$ cat src/rtl/eep_pkg.sv
package eep_pkg;
  localparam int ADDR_W  = 9;
  localparam int BUSY_B  = 31;
  localparam int OP_LSB  = 28;
  localparam int TMO_B   = 10;

  localparam logic [2:0] OP_READ  = 3'd0;
  localparam logic [2:0] OP_EWEN  = 3'd2;
  localparam logic [2:0] OP_WRITE = 3'd3;

  // Assemble the command word as software reads it
  function automatic logic [31:0] pack_cmd(input logic busy, input logic [2:0] op,
                                           input logic tmo, input logic [ADDR_W-1:0] a);
    logic [31:0] w;
    w = '0;
    w[BUSY_B] = busy;
    w[OP_LSB +: 3] = op;
    w[TMO_B] = tmo;
    w[ADDR_W-1:0] = a;
    return w;
  endfunction

  // An operation reaches the storage only for a read, or for a write once enabled
  function automatic logic touches_memory(input logic [2:0] op, input logic wen);
    return (op == OP_READ) || ((op == OP_WRITE) && wen);
  endfunction
endpackage

$ cat src/rtl/eep_cmd_decode.sv
module eep_cmd_decode
  import eep_pkg::*;
(
  input  logic [31:0]       wdata,
  input  logic              wen,
  output logic              go,
  output logic [2:0]        op,
  output logic [ADDR_W-1:0] addr,
  output logic              mem_op
);
  logic unused_bits;
  assign unused_bits = ^wdata[27:ADDR_W];
  assign go     = wdata[BUSY_B];
  assign op     = wdata[OP_LSB +: 3];
  assign addr   = wdata[ADDR_W-1:0];
  assign mem_op = touches_memory(op, wen);
endmodule

$ cat src/rtl/eep_ack_timer.sv
module eep_ack_timer #(
  parameter int LIMIT = 16
) (
  input  logic clk,
  input  logic rst_n,
  input  logic waiting,
  output logic expire
);
  localparam int CW = (LIMIT < 2) ? 1 : $clog2(LIMIT);
  localparam logic [CW-1:0] LAST = CW'(LIMIT - 1);

  logic [CW-1:0] cnt_q;

  assign expire = waiting && (cnt_q == LAST);

  always_ff @(posedge clk or negedge rst_n) begin
    if (!rst_n)                cnt_q <= '0;
    else if (!waiting || expire) cnt_q <= '0;
    else                       cnt_q <= cnt_q + 1'b1;
  end


  cnt_bound_chk: assert property (@(posedge clk) disable iff (!rst_n)
    cnt_q <= LAST);
endmodule

$ cat src/rtl/eep_cmd_ctrl.sv
module eep_cmd_ctrl
  import eep_pkg::*;
#(
  parameter int          CSR_AW         = 12,
  parameter int          TIMEOUT_CYCLES = 16,
  parameter logic [11:0] CMD_OFS        = 12'h040,
  parameter logic [11:0] DATA_OFS       = 12'h044
) (
  input  logic              clk,
  input  logic              rst_n,
  input  logic [CSR_AW-1:0] csr_addr,
  input  logic              csr_wr,
  input  logic [31:0]       csr_wdata,
  output logic [31:0]       csr_rdata,
  output logic              mem_req,
  output logic              mem_we,
  output logic [8:0]        mem_addr,
  output logic [7:0]        mem_wdata,
  input  logic [7:0]        mem_rdata,
  input  logic              mem_ack
);
  localparam logic [CSR_AW-1:0] CMD_A  = CSR_AW'(CMD_OFS);
  localparam logic [CSR_AW-1:0] DATA_A = CSR_AW'(DATA_OFS);

  logic              busy_q, tmo_q, wen_q, memop_q;
  logic [2:0]        op_q;
  logic [ADDR_W-1:0] addr_q;
  logic [7:0]        data_q;

  // Named internal events
  logic              cmd_wr, data_wr, launch, mem_done, rd_done, local_done, expire, finish;
  logic              dec_go, dec_mem;
  logic [2:0]        dec_op;
  logic [ADDR_W-1:0] dec_addr;
  logic              unused_data;

  eep_cmd_decode u_dec (
    .wdata (csr_wdata),
    .wen   (wen_q),
    .go    (dec_go),
    .op    (dec_op),
    .addr  (dec_addr),
    .mem_op(dec_mem)
  );

  assign cmd_wr     = csr_wr && (csr_addr == CMD_A);
  assign data_wr    = csr_wr && (csr_addr == DATA_A) && !busy_q;
  assign launch     = cmd_wr && !busy_q && dec_go;
  assign mem_req    = busy_q && memop_q;
  assign mem_done   = mem_req && mem_ack;
  assign rd_done    = mem_done && !mem_we;
  assign local_done = busy_q && !memop_q;
  assign finish     = mem_done || local_done || expire;
  assign unused_data = ^csr_wdata[31:8];

  eep_ack_timer #(.LIMIT(TIMEOUT_CYCLES)) u_tmr (
    .clk    (clk),
    .rst_n  (rst_n),
    .waiting(mem_req && !mem_ack),
    .expire (expire)
  );

  always_ff @(posedge clk or negedge rst_n) begin
    if (!rst_n) begin
      busy_q  <= 1'b0;
      tmo_q   <= 1'b0;
      wen_q   <= 1'b0;
      memop_q <= 1'b0;
      op_q    <= '0;
      addr_q  <= '0;
      data_q  <= '0;
    end else begin
      if (launch) begin
        busy_q  <= 1'b1;
        tmo_q   <= 1'b0;
        memop_q <= dec_mem;
        op_q    <= dec_op;
        addr_q  <= dec_addr;
      end else if (finish) begin
        busy_q  <= 1'b0;
        memop_q <= 1'b0;
        if (expire) tmo_q <= 1'b1;
        if (local_done && op_q == OP_EWEN) wen_q <= 1'b1;
      end
      if (rd_done)      data_q <= mem_rdata;
      else if (data_wr) data_q <= csr_wdata[7:0];
    end
  end

  assign mem_we    = (op_q == OP_WRITE);
  assign mem_addr  = addr_q;
  assign mem_wdata = data_q;

  always_comb begin
    if (csr_addr == CMD_A)       csr_rdata = pack_cmd(busy_q, op_q, tmo_q, addr_q);
    else if (csr_addr == DATA_A) csr_rdata = {24'd0, data_q};
    else                         csr_rdata = '0;
  end


  read_capture_chk: assert property (@(posedge clk) disable iff (!rst_n)
    rd_done |=> (data_q == $past(mem_rdata)) && !busy_q);

  ewen_no_mem_chk: assert property (@(posedge clk) disable iff (!rst_n)
    (busy_q && op_q == OP_EWEN) |-> !mem_req);

  no_write_without_en_chk: assert property (@(posedge clk) disable iff (!rst_n)
    (mem_req && mem_we) |-> wen_q);

  ignore_while_busy_chk: assert property (@(posedge clk) disable iff (!rst_n)
    (busy_q && cmd_wr) |=> $stable(op_q) && $stable(addr_q));

  expire_ends_chk: assert property (@(posedge clk) disable iff (!rst_n)
    expire |=> !busy_q && tmo_q && !mem_req);

  tmo_sticky_chk: assert property (@(posedge clk) disable iff (!rst_n)
    (tmo_q && !launch) |=> tmo_q);

  req_stable_chk: assert property (@(posedge clk) disable iff (!rst_n)
    (mem_req && !mem_ack && !expire) |=> mem_req && $stable(mem_addr)
      && $stable(mem_we) && $stable(mem_wdata));
endmodule

$ cat config.mk
export PLATFORM = sky130hd
export DESIGN_NAME = eep_cmd_ctrl
export DESIGN_NICKNAME = d
export VERILOG_FILES = /design/src/rtl/eep_pkg.sv /design/src/rtl/eep_cmd_decode.sv /design/src/rtl/eep_ack_timer.sv /design/src/rtl/eep_cmd_ctrl.sv
export SDC_FILE = /design/constraint.sdc
export NUM_CORES = 1
export LEC_CHECK = 0
export ABC_CLOCK_PERIOD_IN_PS = 2900
export BUFFER_PORTS_ARGS = -buffer_cell sky130_fd_sc_hd__buf_2
export CORE_ASPECT_RATIO = 0.8
export CORE_MARGIN = 2
export CORE_UTILIZATION = 41
export DETAILED_ROUTE_END_ITERATION = 10
export GPL_TIMING_DRIVEN = 0
export PLACE_DENSITY = 0.79
export RECOVER_POWER = 25
export SLEW_MARGIN = 20
export SYNTH_ARGS = -nofsm -noshare
export SYNTH_HDL_FRONTEND = slang
export SYNTH_SLANG_ARGS = --single-unit
$ cat constraint.sdc
create_clock -name clk -period 2.9 [get_ports clk]
set_input_delay 0.58 -clock clk [delete_from_list [all_inputs] [get_ports clk]]
set_output_delay 0.58 -clock clk [all_outputs]
set_load 0.005 [all_outputs]
# After elaboration in Yosys (flattened, before gate mapping)
# Index checks and enable logic that the tools add are counted.
# classes
shifts	0
add_sub_neg	1
reduce_logical	28
div_mod_pow	0
n_eq_ne	6
n_lt_le_gt_ge	0
bitwise_logic	1
mux	11
mul	0
# ops
op	count
2-to-1 mux 32 bit	1
equality test 12 x 7 -> 1 bit (second input constant)	2
2-to-1 mux 8 bit	3
logical AND 1 bit	13
equality test 3 x 2 -> 1 bit (second input constant)	3
2-to-1 mux 1 bit	6
nonzero test 2 bit	3
logical NOT 1 bit	5
adder 4 x 1 -> 4 bit (second input constant)	1
equality test 4 bit (second input constant)	1
logical OR 1 bit	4
2-to-1 mux 4 bit	1
logical NOT 3 bit	1
AND reduction 3 bit	1
AND reduction 2 bit	1
inverter 1 bit	1
# totals
romBits	0
latchBits	0
memories	0
regBits	28
mem_bits_rw	0
in_bits	56

# Longest topological paths before layout
# depth
ltp_word	6
ltp_mapped	5

# Modules after synthesis
# Synthesis repeated with hierarchy kept, for this count alone.
# unflattened
hier_cells	146
area_unflattened_um2	1711.6
# modules_own_cells
module	area_per_inst_um2	cells_per_inst	n_inst
eep_cmd_ctrl	1420.1	115	1
eep_ack_timer	173.9	15	1
eep_cmd_decode	117.6	16	1

# Least setup slack after synthesis
# Ideal clock, no wire load.
# synth_path
kind	input port to output port
start	in csr_addr[11]
end	out csr_rdata[0]
n_path_buf	1
t_arrival_ns	1.910
path_stages	5
slack_ns	0.410
path_cell_list	or4_1 > nor3_1 > and2_1 > clkbuf_1 > a22o_1
# synth_between
elab_chain_cells	3
# synth_rtl
item	line	text
from (decl)	eep_cmd_ctrl.sv:11	input logic [CSR_AW-1:0] csr_addr,
equality test 12 x 7 -> 1 bit	eep_cmd_ctrl.sv:96	else if (csr_addr == DATA_A) csr_rdata = {24'd0, data_q};
2-to-1 mux 8 bit	eep_cmd_ctrl.sv:96	
2-to-1 mux 32 bit *	eep_cmd_ctrl.sv:95	if (csr_addr == CMD_A) csr_rdata = pack_cmd(busy_q, op_q, tmo_q, addr_q);
to (decl)	eep_cmd_ctrl.sv:14	output logic [31:0] csr_rdata,
# Every way passes the cells marked *; elsewhere a longest branch is shown, timed or not.

# Final worst setup path
# layout_path
start	in csr_addr[11]
end	out csr_rdata[4]
# The elaborated chain is that of the path after synthesis.

==> results.py <==
metrics = {
    "clocking": {
        "clkTransAtPathRegs_ns": 0.09,
        "htreeDepth": 1,
        "cts_tree": "done",
        "clk_latency_ns": 0.27,
        "cts.path.max_buffers": 2,
        "clockRootBuffer": "clkbuf_8",
        "cts_made_buffers": 3,
        "cts.sinks": 28,
    },
    "cells_and_area": {
        "drive_above_1_share_pct": 57.7,
        "nFillCells": 341,
        "syn2layout_area_growth_pct": 33.0,
        "diodes": 0,
        "multi_input_area_sq_um": 771,
        "fin_nets": 280,
        "seqCellArea_sq_um": 701,
        "stdcell_area_sq_mm": 0.00211,
    },
    "synthesis": {
        "synth_cell_types": 30,
        "synth_top_area_cell": "dfrtp_1",
        "syn_inst": 132,
        "ys_seq_elements": 28,
        "ys_warn_count": 0,
        "syn_avg_cell_area_sq_um": 12.0,
        "yosys.area.top_type_share_pct": 44.3,
        "synth_area_leaders": "dfrtp_1 44%, mux2_2 14%, buf_4 8.5%",
        "synth-seq-area-share_pct": 44.3,
        "syn-cell-area_sq_mm": 0.00158,
    },
    "die": {
        "design.die.area_sq_mm": 0.00438,
        "initial_utilization_pct": 42.2,
        "ios": 107,
        "rows": 20,
        "die_w_microns": 73.5,
        "fp.dieH_microns": 59.6,
        "core_sq_mm": 0.00375,
    },
    "worst_setup_path": {
        "cpMaxStageDelayCell": "or4_1",
        "startpoint_type": "input port",
        "critical_path_class": "input port to primary output",
        "r2r_cells": 5,
        "arrival_ns": 2.08,
        "crit_chain": "buf_2, or4_1, nor3_1, and2_2, a22o_1, buf_2",
        "cp_max_fo": 8,
        "cpMostUsedCell": "buf_2",
        "cp_top_family": "simple AND/OR/NAND/NOR gates",
        "worst-endpoint-required_ns": 2.32,
        "critPathBufInv": 2,
        "slowest_delay_ns": 0.58,
        "crit_cells": 6,
        "endpoint_kind": "primary output",
    },
    "detailed_routing": {
        "antenna_left": 0,
        "post_drt_wl_per_cell_microns": 13.0,
        "vias": 1216,
        "drt_iter0_drc": 23,
        "wirelength_microns": 3460,
        "drt_first_pass_iters": 4,
        "viasPerCell": 4.57,
        "drc": 0,
    },
    "placement": {
        "place_hpwl_microns": 2690,
        "place.gp.congestion": 0.784,
        "postPlaceCellArea_sq_mm": 0.00205,
        "portBuffers": 69,
    },
    "timing": {
        "rsz0062_at_grt": "false",
        "max_slew.worst_pin.slew_ns": 1.51,
        "maxSlewHeadroom_pct": -0.699,
        "fin_skew_ns": 0.00380,
        "period_minus_slack_ns": 2.66,
        "holdWs_ns": 0.465,
        "finalSetupViolCount": 0,
        "drv_slew": 29,
        "max_freq_mhz": 376,
        "post-route-period-util_pct": 91.7,
        "hold_viol_final": 0,
    },
    "grt": {
        "grt_max_degree": 29,
        "antenna_found_initial": 0,
        "first_global_vias": 1145,
        "grt_usage_pct": 16.3,
        "overflow": 0,
        "grt_pass1_wl_microns": 5350,
    },
    "power_and_ir_drop": {
        "power.leakage_nw": 1.22,
        "power_density_mw_per_mm2": 333,
        "ir_worst_vdd_v": 0.000275,
    },
    "run": {
        "maxCapViolations": 1,
    },
    "hold_path": {
        "hold_path_class": "register to register",
        "min_delay_path_depth": 1,
    },
    "outcome": {
        "violations": "max-capacitance violations, max-slew violations",
        "status": "finished, violations left",
    },
}
[worst paths after layout]
check,from,endpoint,slack [ns]
worst min register to register,u_tmr.cnt_q[0]$_DFF_PN0_,u_tmr.cnt_q[0]$_DFF_PN0_,0.46
worst max register to register,op_q[1]$_DFFE_PN0P_,mem_wdata[6]$_DFFE_PN0P_,0.59
worst max-delay path,csr_addr[11],csr_rdata[4],0.24
worst min-delay path,u_tmr.cnt_q[0]$_DFF_PN0_,u_tmr.cnt_q[0]$_DFF_PN0_,0.46
min in group asynchronous,rst_n,op_q[0]$_DFFE_PN0P_,0.65
max in group asynchronous,rst_n,u_tmr.cnt_q[2]$_DFF_PN0_,1.36
[kinds of logic after synthesis]
group           synth area share, %
compound gates                 6.80
xor+xnor                       1.11
fa+ha+maj                     0.790
buf+inv                        11.1
flops                          44.3
mux                            22.7
other cells                   0.237
simple gates                   13.0
[routing by layer]
layer | vias up | GRT usage, % | share of wire [%]
li1 | 611 | - | -
met1 | 554 | 21.6 | 47
met2 | 51 | 27.6 | 46
met3 | 0 | 4.93 | 6.9
met4 | 0 | 1.56 | 0
met5 | - | 0 | 0
[synth_stat cells (all sizes together)]
library cell	instances
a31o	2
and2	8
clkbuf	1
nor2	6
or3	2
or4b	1
nand3	4
mux2	28
nor4	1
and3	2
nor2b	2
o21ai	2
nand2	3
mux2i	1
inv	2
xor2	1
or4	1
a22o	8
buf	21
dfrtp	28
a21oi	2
ha	1
nor3	2
conb	1
xnor2	1
nand2b	1
[state kept, by name, summed over array words and instances, names as in the netlist]
name         flops
mem_addr         9
mem_wdata        8
u_tmr.cnt_q      4
op_q             3
busy_q           1
memop_q          1
tmo_q            1
wen_q            1
[report_power, final]
part           internal [mW]  total [mW]  leakage, nW  switching (mW)
sequential             0.391       0.392        0.391        0.000681
combinational         0.0398      0.0700        0.799          0.0302
clock                  0.121       0.239       0.0288           0.118
[cell type report]
class                           instances  share of cell area (%)
Timing Repair Buffer                   70                    16.7
Sequential cell                        28                    33.3
Multi-Input combinational cell         97                    36.6
Inverter                                2                   0.357
Tap cell                               44                    2.61
Buffer                                 21                    7.84
Clock buffer                            4                    2.61
[through the flow]
stage	util (%)	total power [mW]	setup TNS [ns]	setup WS, ns	std cells
2_1_floorplan	-	0.433	0	0.410	149
3_3_place_gp	54.5	0.468	-0.389	-0.0542	262
3_5_place_dp	54.5	0.470	-0.328	-0.0564	262
4_1_cts	56.1	0.713	0	0.118	266
5_1_grt	56.1	0.739	0	0.122	266
6_report	56.1	0.701	0	0.240	266
[placed cells by master (no fill, tap or decap), types with 2 or more instances in the layout]
master,instances
a21oi_1,2
a22o_1,8
a31o_2,2
and2_1,7
buf_2,70
buf_4,19
clkbuf_8,4
conb_1,18
dfrtp_1,28
inv_1,2
mux2_2,19
mux2_4,9
nand2_1,3
nand3_1,4
nor2_1,6
nor2b_1,2
nor3_1,2
o21ai_0,2
or3_1,2
[timing repair]
| action | CTS | global route |
|---|---|---|
| resized for setup | 0 | 1 |
| buffers inserted | 1 | 0 |
| pin swaps | 1 | 0 |
| hold buffers | 0 | 0 |
| setup endpoints to repair | 14 | 1 |
Note: power is estimated with default switching activity, not from simulation.
